<file path="src/rtl/clksel_pkg.sv">
package clksel_pkg;
  typedef enum logic {
    RATE_SLOW = 1'b0,
    RATE_FAST = 1'b1
  } rate_e;
endpackage

</file>
<file path="src/rtl/clksel_sync.sv">
module clksel_sync #(
  parameter int STAGES = 2
) (
  input  logic clk_i,
  input  logic rst_ni,
  input  logic d_i,
  output logic q_o
);
  logic [STAGES-1:0] ff_q;

  for (genvar i = 0; i < STAGES; i++) begin : g_stage
    if (i == 0) begin : g_first
      always_ff @(posedge clk_i or negedge rst_ni) begin
        if (!rst_ni) ff_q[0] <= 1'b0;
        else         ff_q[0] <= d_i;
      end
    end else begin : g_next
      always_ff @(posedge clk_i or negedge rst_ni) begin
        if (!rst_ni) ff_q[i] <= 1'b0;
        else         ff_q[i] <= ff_q[i-1];
      end
    end
  end

  assign q_o = ff_q[STAGES-1];
endmodule

</file>
<file path="src/rtl/clksel_div.sv">
module clksel_div #(
  parameter int CNT_W = 2
) (
  input  logic clk_i,
  input  logic rst_ni,
  output logic wrap_o,
  output logic tap_fast_o,
  output logic tap_slow_o
);
  localparam logic [CNT_W-1:0] CNT_MAX = '1;

  logic [CNT_W-1:0] cnt_q;

  always_ff @(posedge clk_i or negedge rst_ni) begin
    if (!rst_ni) cnt_q <= '0;
    else         cnt_q <= cnt_q + 1'b1;
  end

  // both taps low in the cycle after wrap
  assign wrap_o     = (cnt_q == CNT_MAX);
  assign tap_fast_o = cnt_q[0];
  assign tap_slow_o = cnt_q[CNT_W-1];
endmodule

</file>
<file path="src/rtl/clksel_switch.sv">
module clksel_switch
  import clksel_pkg::*;
(
  input  logic  clk_i,
  input  logic  rst_ni,
  input  logic  sel_sync_i,
  input  logic  wrap_i,
  input  logic  tap_fast_i,
  input  logic  tap_slow_i,
  output rate_e rate_o,
  output logic  clk_o
);
  rate_e rate_q;
  logic  clk_q;

  always_ff @(posedge clk_i or negedge rst_ni) begin
    if (!rst_ni)     rate_q <= RATE_SLOW;
    else if (wrap_i) rate_q <= rate_e'(sel_sync_i);
  end

  // registered mux: output never sees a combinational select edge
  always_ff @(posedge clk_i or negedge rst_ni) begin
    if (!rst_ni) clk_q <= 1'b0;
    else         clk_q <= (rate_q == RATE_FAST) ? tap_fast_i : tap_slow_i;
  end

  assign rate_o = rate_q;
  assign clk_o  = clk_q;

  AST_SWITCH_AT_WRAP: assert property (@(posedge clk_i) disable iff (!rst_ni)
    !$stable(rate_q) |-> $past(wrap_i));

  AST_LOW_AFTER_SWITCH: assert property (@(posedge clk_i) disable iff (!rst_ni)
    !$stable(rate_q) |=> !clk_q);

  AST_FAST_TOGGLE: assert property (@(posedge clk_i) disable iff (!rst_ni)
    (rate_q == RATE_FAST && $past(rate_q) == RATE_FAST && $past(rate_q, 2) == RATE_FAST)
      |-> (clk_q != $past(clk_q)));
endmodule

</file>
<file path="src/rtl/clk_rate_sel.sv">
module clk_rate_sel
  import clksel_pkg::*;
#(
  parameter int CNT_W       = 2,
  parameter int SYNC_STAGES = 2
) (
  input  logic clk_i,
  input  logic rst_ni,
  input  logic fast_sel_i,
  output logic clk_o
);
  logic  sel_sync;
  logic  wrap;
  logic  tap_fast;
  logic  tap_slow;
  rate_e rate;

  clksel_sync #(.STAGES(SYNC_STAGES)) u_sync (
    .clk_i (clk_i),
    .rst_ni(rst_ni),
    .d_i   (fast_sel_i),
    .q_o   (sel_sync)
  );

  clksel_div #(.CNT_W(CNT_W)) u_div (
    .clk_i     (clk_i),
    .rst_ni    (rst_ni),
    .wrap_o    (wrap),
    .tap_fast_o(tap_fast),
    .tap_slow_o(tap_slow)
  );

  clksel_switch u_switch (
    .clk_i     (clk_i),
    .rst_ni    (rst_ni),
    .sel_sync_i(sel_sync),
    .wrap_i    (wrap),
    .tap_fast_i(tap_fast),
    .tap_slow_i(tap_slow),
    .rate_o    (rate),
    .clk_o     (clk_o)
  );

  // slow tap is high in the wrap cycle once the slow rate has been held
  AST_SLOW_HIGH_AT_WRAP: assert property (@(posedge clk_i) disable iff (!rst_ni)
    (rate == RATE_SLOW && $past(rate) == RATE_SLOW && wrap) |-> clk_o);

  AST_RESET_LOW: assert property (@(negedge clk_i)
    !rst_ni |-> !clk_o);
endmodule

</file>
<file path="config.mk">
export PLATFORM = sky130hd
export DESIGN_NAME = clk_rate_sel
export DESIGN_NICKNAME = d
export VERILOG_FILES = /design/src/rtl/clksel_pkg.sv /design/src/rtl/clksel_sync.sv /design/src/rtl/clksel_div.sv /design/src/rtl/clksel_switch.sv /design/src/rtl/clk_rate_sel.sv
export SDC_FILE = /design/constraint.sdc
export NUM_CORES = 1
export LEC_CHECK = 0
export CAP_MARGIN = 30
export CORE_AREA = 3 3 40 42
export CTS_BUF_LIST = sky130_fd_sc_hd__clkbuf_4
export CTS_CLUSTER_SIZE = 40
export DETAILED_ROUTE_END_ITERATION = 12
export DIE_AREA = 0 0 43 45
export SLEW_MARGIN = 20
export SYNTH_ARGS = -nofsm -noshare
export SYNTH_HDL_FRONTEND = slang
export SYNTH_HIERARCHICAL = 1
export SYNTH_SLANG_ARGS = --single-unit
</file>
<file path="constraint.sdc">
create_clock -name clk_i -period 1 [get_ports clk_i]
set_input_delay 0.25 -clock clk_i [delete_from_list [all_inputs] [get_ports clk_i]]
set_output_delay 0.25 -clock clk_i [all_outputs]
set_load 0.01 [all_outputs]
</file>
---- Word-level counts from Yosys, hierarchy flattened ----
Cells that the tools add are included.
storage, ports and cells
  bits in registers ....................... 6
  input bits .............................. 3
  output and inout bits ................... 1
operators by class
  add/sub/neg operators ................... 1
  equal/unequal tests ..................... 1
  muxes and demuxes ....................... 1
operators by type and width
  operator               number
  $add A2 B1 Y2 const B  1
  $eq A2 B2 Y1 const B   1
  $mux W1                1

---- Depth between registers and ports, before layout ----
  depth after elaboration ................. 1
  mapped depth ............................ 2
  gate-level depth less buffers ........... 2

---- Cells and area by module ----
The synthesis kept the hierarchy.
modules (own cells, without submodules)
  module         instances  cells an instance  area an instance (µm²)
  clksel_switch  1          4                  80.1
  clksel_div     1          4                  66.3
  clksel_sync    1          2                  50.0

---- Worst setup path before layout ----
No wires, ideal clock.
  path type ............................... register to register
  start point ............................. reg u_div.cnt_q[0]
  end point ............................... reg u_switch.rate_q, in the netlist u_switch/rate_o
  library setup time ...................... 0.125 ns
  arrival ................................. 0.858 ns
  data required time ...................... 0.875 ns
  path slack .............................. 0.017 ns
  stages on the path, launching flop included .. 3
  path buffers ............................ 0
  clock period less this slack ............ 0.983 ns
  cells stage by stage .................... dfrtp_1 ha_1 mux2_4
on the way
  longest elaborated chain between the ends .. 1
RTL lines
  element                 line                 source
  start, declared         clksel_div.sv:12     logic [CNT_W-1:0] cnt_q;
  start signal, assigned  clksel_div.sv:16     else cnt_q <= cnt_q + 1'b1;
  $eq A2 B2 Y1            clksel_div.sv:20     assign wrap_o = (cnt_q == CNT_MAX);
  via wrap                clk_rate_sel.sv:13   logic wrap;
  end signal, assigned    clksel_switch.sv:18  else if (wrap_i) rate_q <= rate_e'(sel_sync_i);
  end, declared           clksel_switch.sv:13  rate_e rate_q;
The timed path passes the listed nets, and every way through them passes these cells.
A chain may end at the register's enable or synchronous reset.

---- Final worst setup path ----
Ends and elaborated chain as after synthesis.

==> run metrics <==
status=finished, final reports clean; fin nets=23; WL/cell=9.344 microns; Final Hold Fails=0; placer congestion estimate=0.5980; dpl ws=-0.09066 ns; Distinct cells, synth=4; cells on worst reg2reg path=2; Core Area=1285 sq um; Setup crit start kind=flip-flop; total track usage=0.04202; Lkg Pwr=0.1356 nW; antenna-violating nets left=0; worst rel slew slack=0.8273; global-route wire length before repair=462 microns; FF-to-FF setup slack=0.03 ns; via count=101; clk sinks=6; IO Port Bufs=3; drt first pass iters=1; Post-Layout Cell Count=32; final WL=299 microns; mapped cell area=196.4 sq um; commonest cells after routing, fill and taps aside=dfrtp_1, clkbuf_4, clkdlybuf4s50_1, mux2_4; Post-Route Skew=0.002496 ns; area grow syn2layout=38.85%; Die W=43 microns; layout cells sized above 1=0.4706; most common cell after layout, fill and taps aside=dfrtp_1; FF-to-FF End=u_switch/rate_o; RSZ-0062 raised after global routing=false; Hold Crit Class=input port to asynchronous set/reset pin; vias in the first global route=119; antenna violations before repair=0; total congestion overflow=0; Tcrit/Tclk final=0.9739; WHS=0.2490 ns; synthesized net count=14; critical register-to-register path startpoint=u_div/cnt_q[0]; maximum VDD drop=0.5628 mV; fin. max-slew vios=0; Critical Path RT=1.12 ns; drt first-iter violations=0; drt drc=0; Power per Cell Area=1765 nW/um^2; Worst Slack Setup Final=0.02607 ns; Longest Clk Path Bufs=2; H-tree depth=1; hpwl dp=250.8 microns; Max Clk Rate=1027 MHz; clk_lat worst skew=0.24 ns; Syn Inst Count=10; Starting Density=0.1529; post-synthesis sequential area ratio=0.7643; TritonCTS buffer count=3; WS Path Type=flip-flop to flip-flop; CP Capture Type=flip-flop; Max FO, Critical Path=2; Critical Path AT=1.09 ns; std cell rows=13; CTS tree=yes; pin count of the biggest net entering global routing=7; I/O pin cnt=4; CTS clock-pin slew for the worst setup and hold paths=0.04 ns; # setup viols final=0; Seq cells post-synth=6; Avg Synthesized Cell Area=19.64 sq um; YS warnings=6; Die Span Y=45 microns; max cap viols=0; Worst-Margin Slew=0.2583 ns; fin crit period=0.9739 ns; Cell Count Post-Placement=29; root buffer cell=clkbuf_4; total die area=1935 sq um; n_diodes=0; via/cell ratio=3.156; Sum Neg Setup Slack=0 ns
==> flip-flops by register name, indices dropped and copies added, names as in the netlist <==
name,count
u_switch/clk_o,1
u_div/cnt_q,2
u_switch/rate_o,1
u_sync/q_o,1
u_sync/ff_q,1
==> kinds of logic (layout without fill, tap and decap cells) <==
logic type,Yosys count,count (layout),share of synthesized area
adder cells (fa/ha/maj),1,1,0.06368
buffers and inverters,1,8,0.01909
flip-flops,6,6,0.7643
multiplexers,2,2,0.1529
==> how the worst max path moves through the flow <==
stage / start / end / depth (start not counted)
2_1_floorplan: u_div/cnt_q[0] / u_switch/rate_o / 2
3_3_place_gp: u_switch/clk_o / clk_o / 1
3_5_place_dp: u_switch/clk_o / clk_o / 1
4_1_cts: u_switch/clk_o / clk_o / 1
5_1_grt: u_switch/clk_o / clk_o / 1
6_report: u_div/cnt_q[0] / u_switch/rate_o / 2
==> layer usage <==
| layer | GRT usage | wire, microns | vias up |
|---|---|---|---|
| met5 | 0 | 0 | - |
| met4 | 0.05422 | 0 | 0 |
| met3 | 0.03586 | 27 | 0 |
| met2 | 0.05389 | 156 | 4 |
| met1 | 0.03465 | 115 | 50 |
| li1 | - | - | 47 |
==> worst max-delay path, stage by stage, from the launching register on <==
cell and delay, ns:
dfrtp_1 0.38, ha_2 0.19, mux2_4 0.29
==> report_power, final <==
| group | total (W) | internal [W] | switching [W] |
|---|---|---|---|
| clock | 0.000209 | 0.000135 | 0.0000742 |
| combinational | 0.0000190 | 0.0000129 | 0.00000613 |
| sequential | 0.000253 | 0.000250 | 0.00000302 |
==> synthesized netlist by cell type <==
library cell	number	area, sq um
dfrtp_1	6	150.1
mux2_4	2	30.03
ha_1	1	12.51
inv_1	1	3.750
==> repair_timing <==
action | 4_1_cts | 5_1_grt
gates resized for setup | 5 | 0
setup buffers | 0 | 0
endpoints found under the setup margin | 2 | 0
hold endpoints to repair | 0 | 0
hold buffers | 0 | 0
==> cell type report <==
cell class / instances / area (sq um)
timing repair buffer: 4 / 32.53
multi-input combinational: 3 / 45.04
clock buffer: 3 / 22.52
fill: 138 / 1012
inverter: 1 / 3.754
tap: 15 / 18.77
sequential: 6 / 150.1
==> metrics by stage <==
stage                     power [W]  cell area (sq um)  utilization
after detailed placement  0.0002763              252.7       0.1967
final                     0.0004813              272.8       0.2123
after global routing      0.0005130              272.8       0.2123
after global placement    0.0002739              252.7       0.1967
after CTS                 0.0004946              272.8       0.2123
after floorplan           0.0002623              196.4            -
No activity file was read; power rests on OpenSTA's default activity.
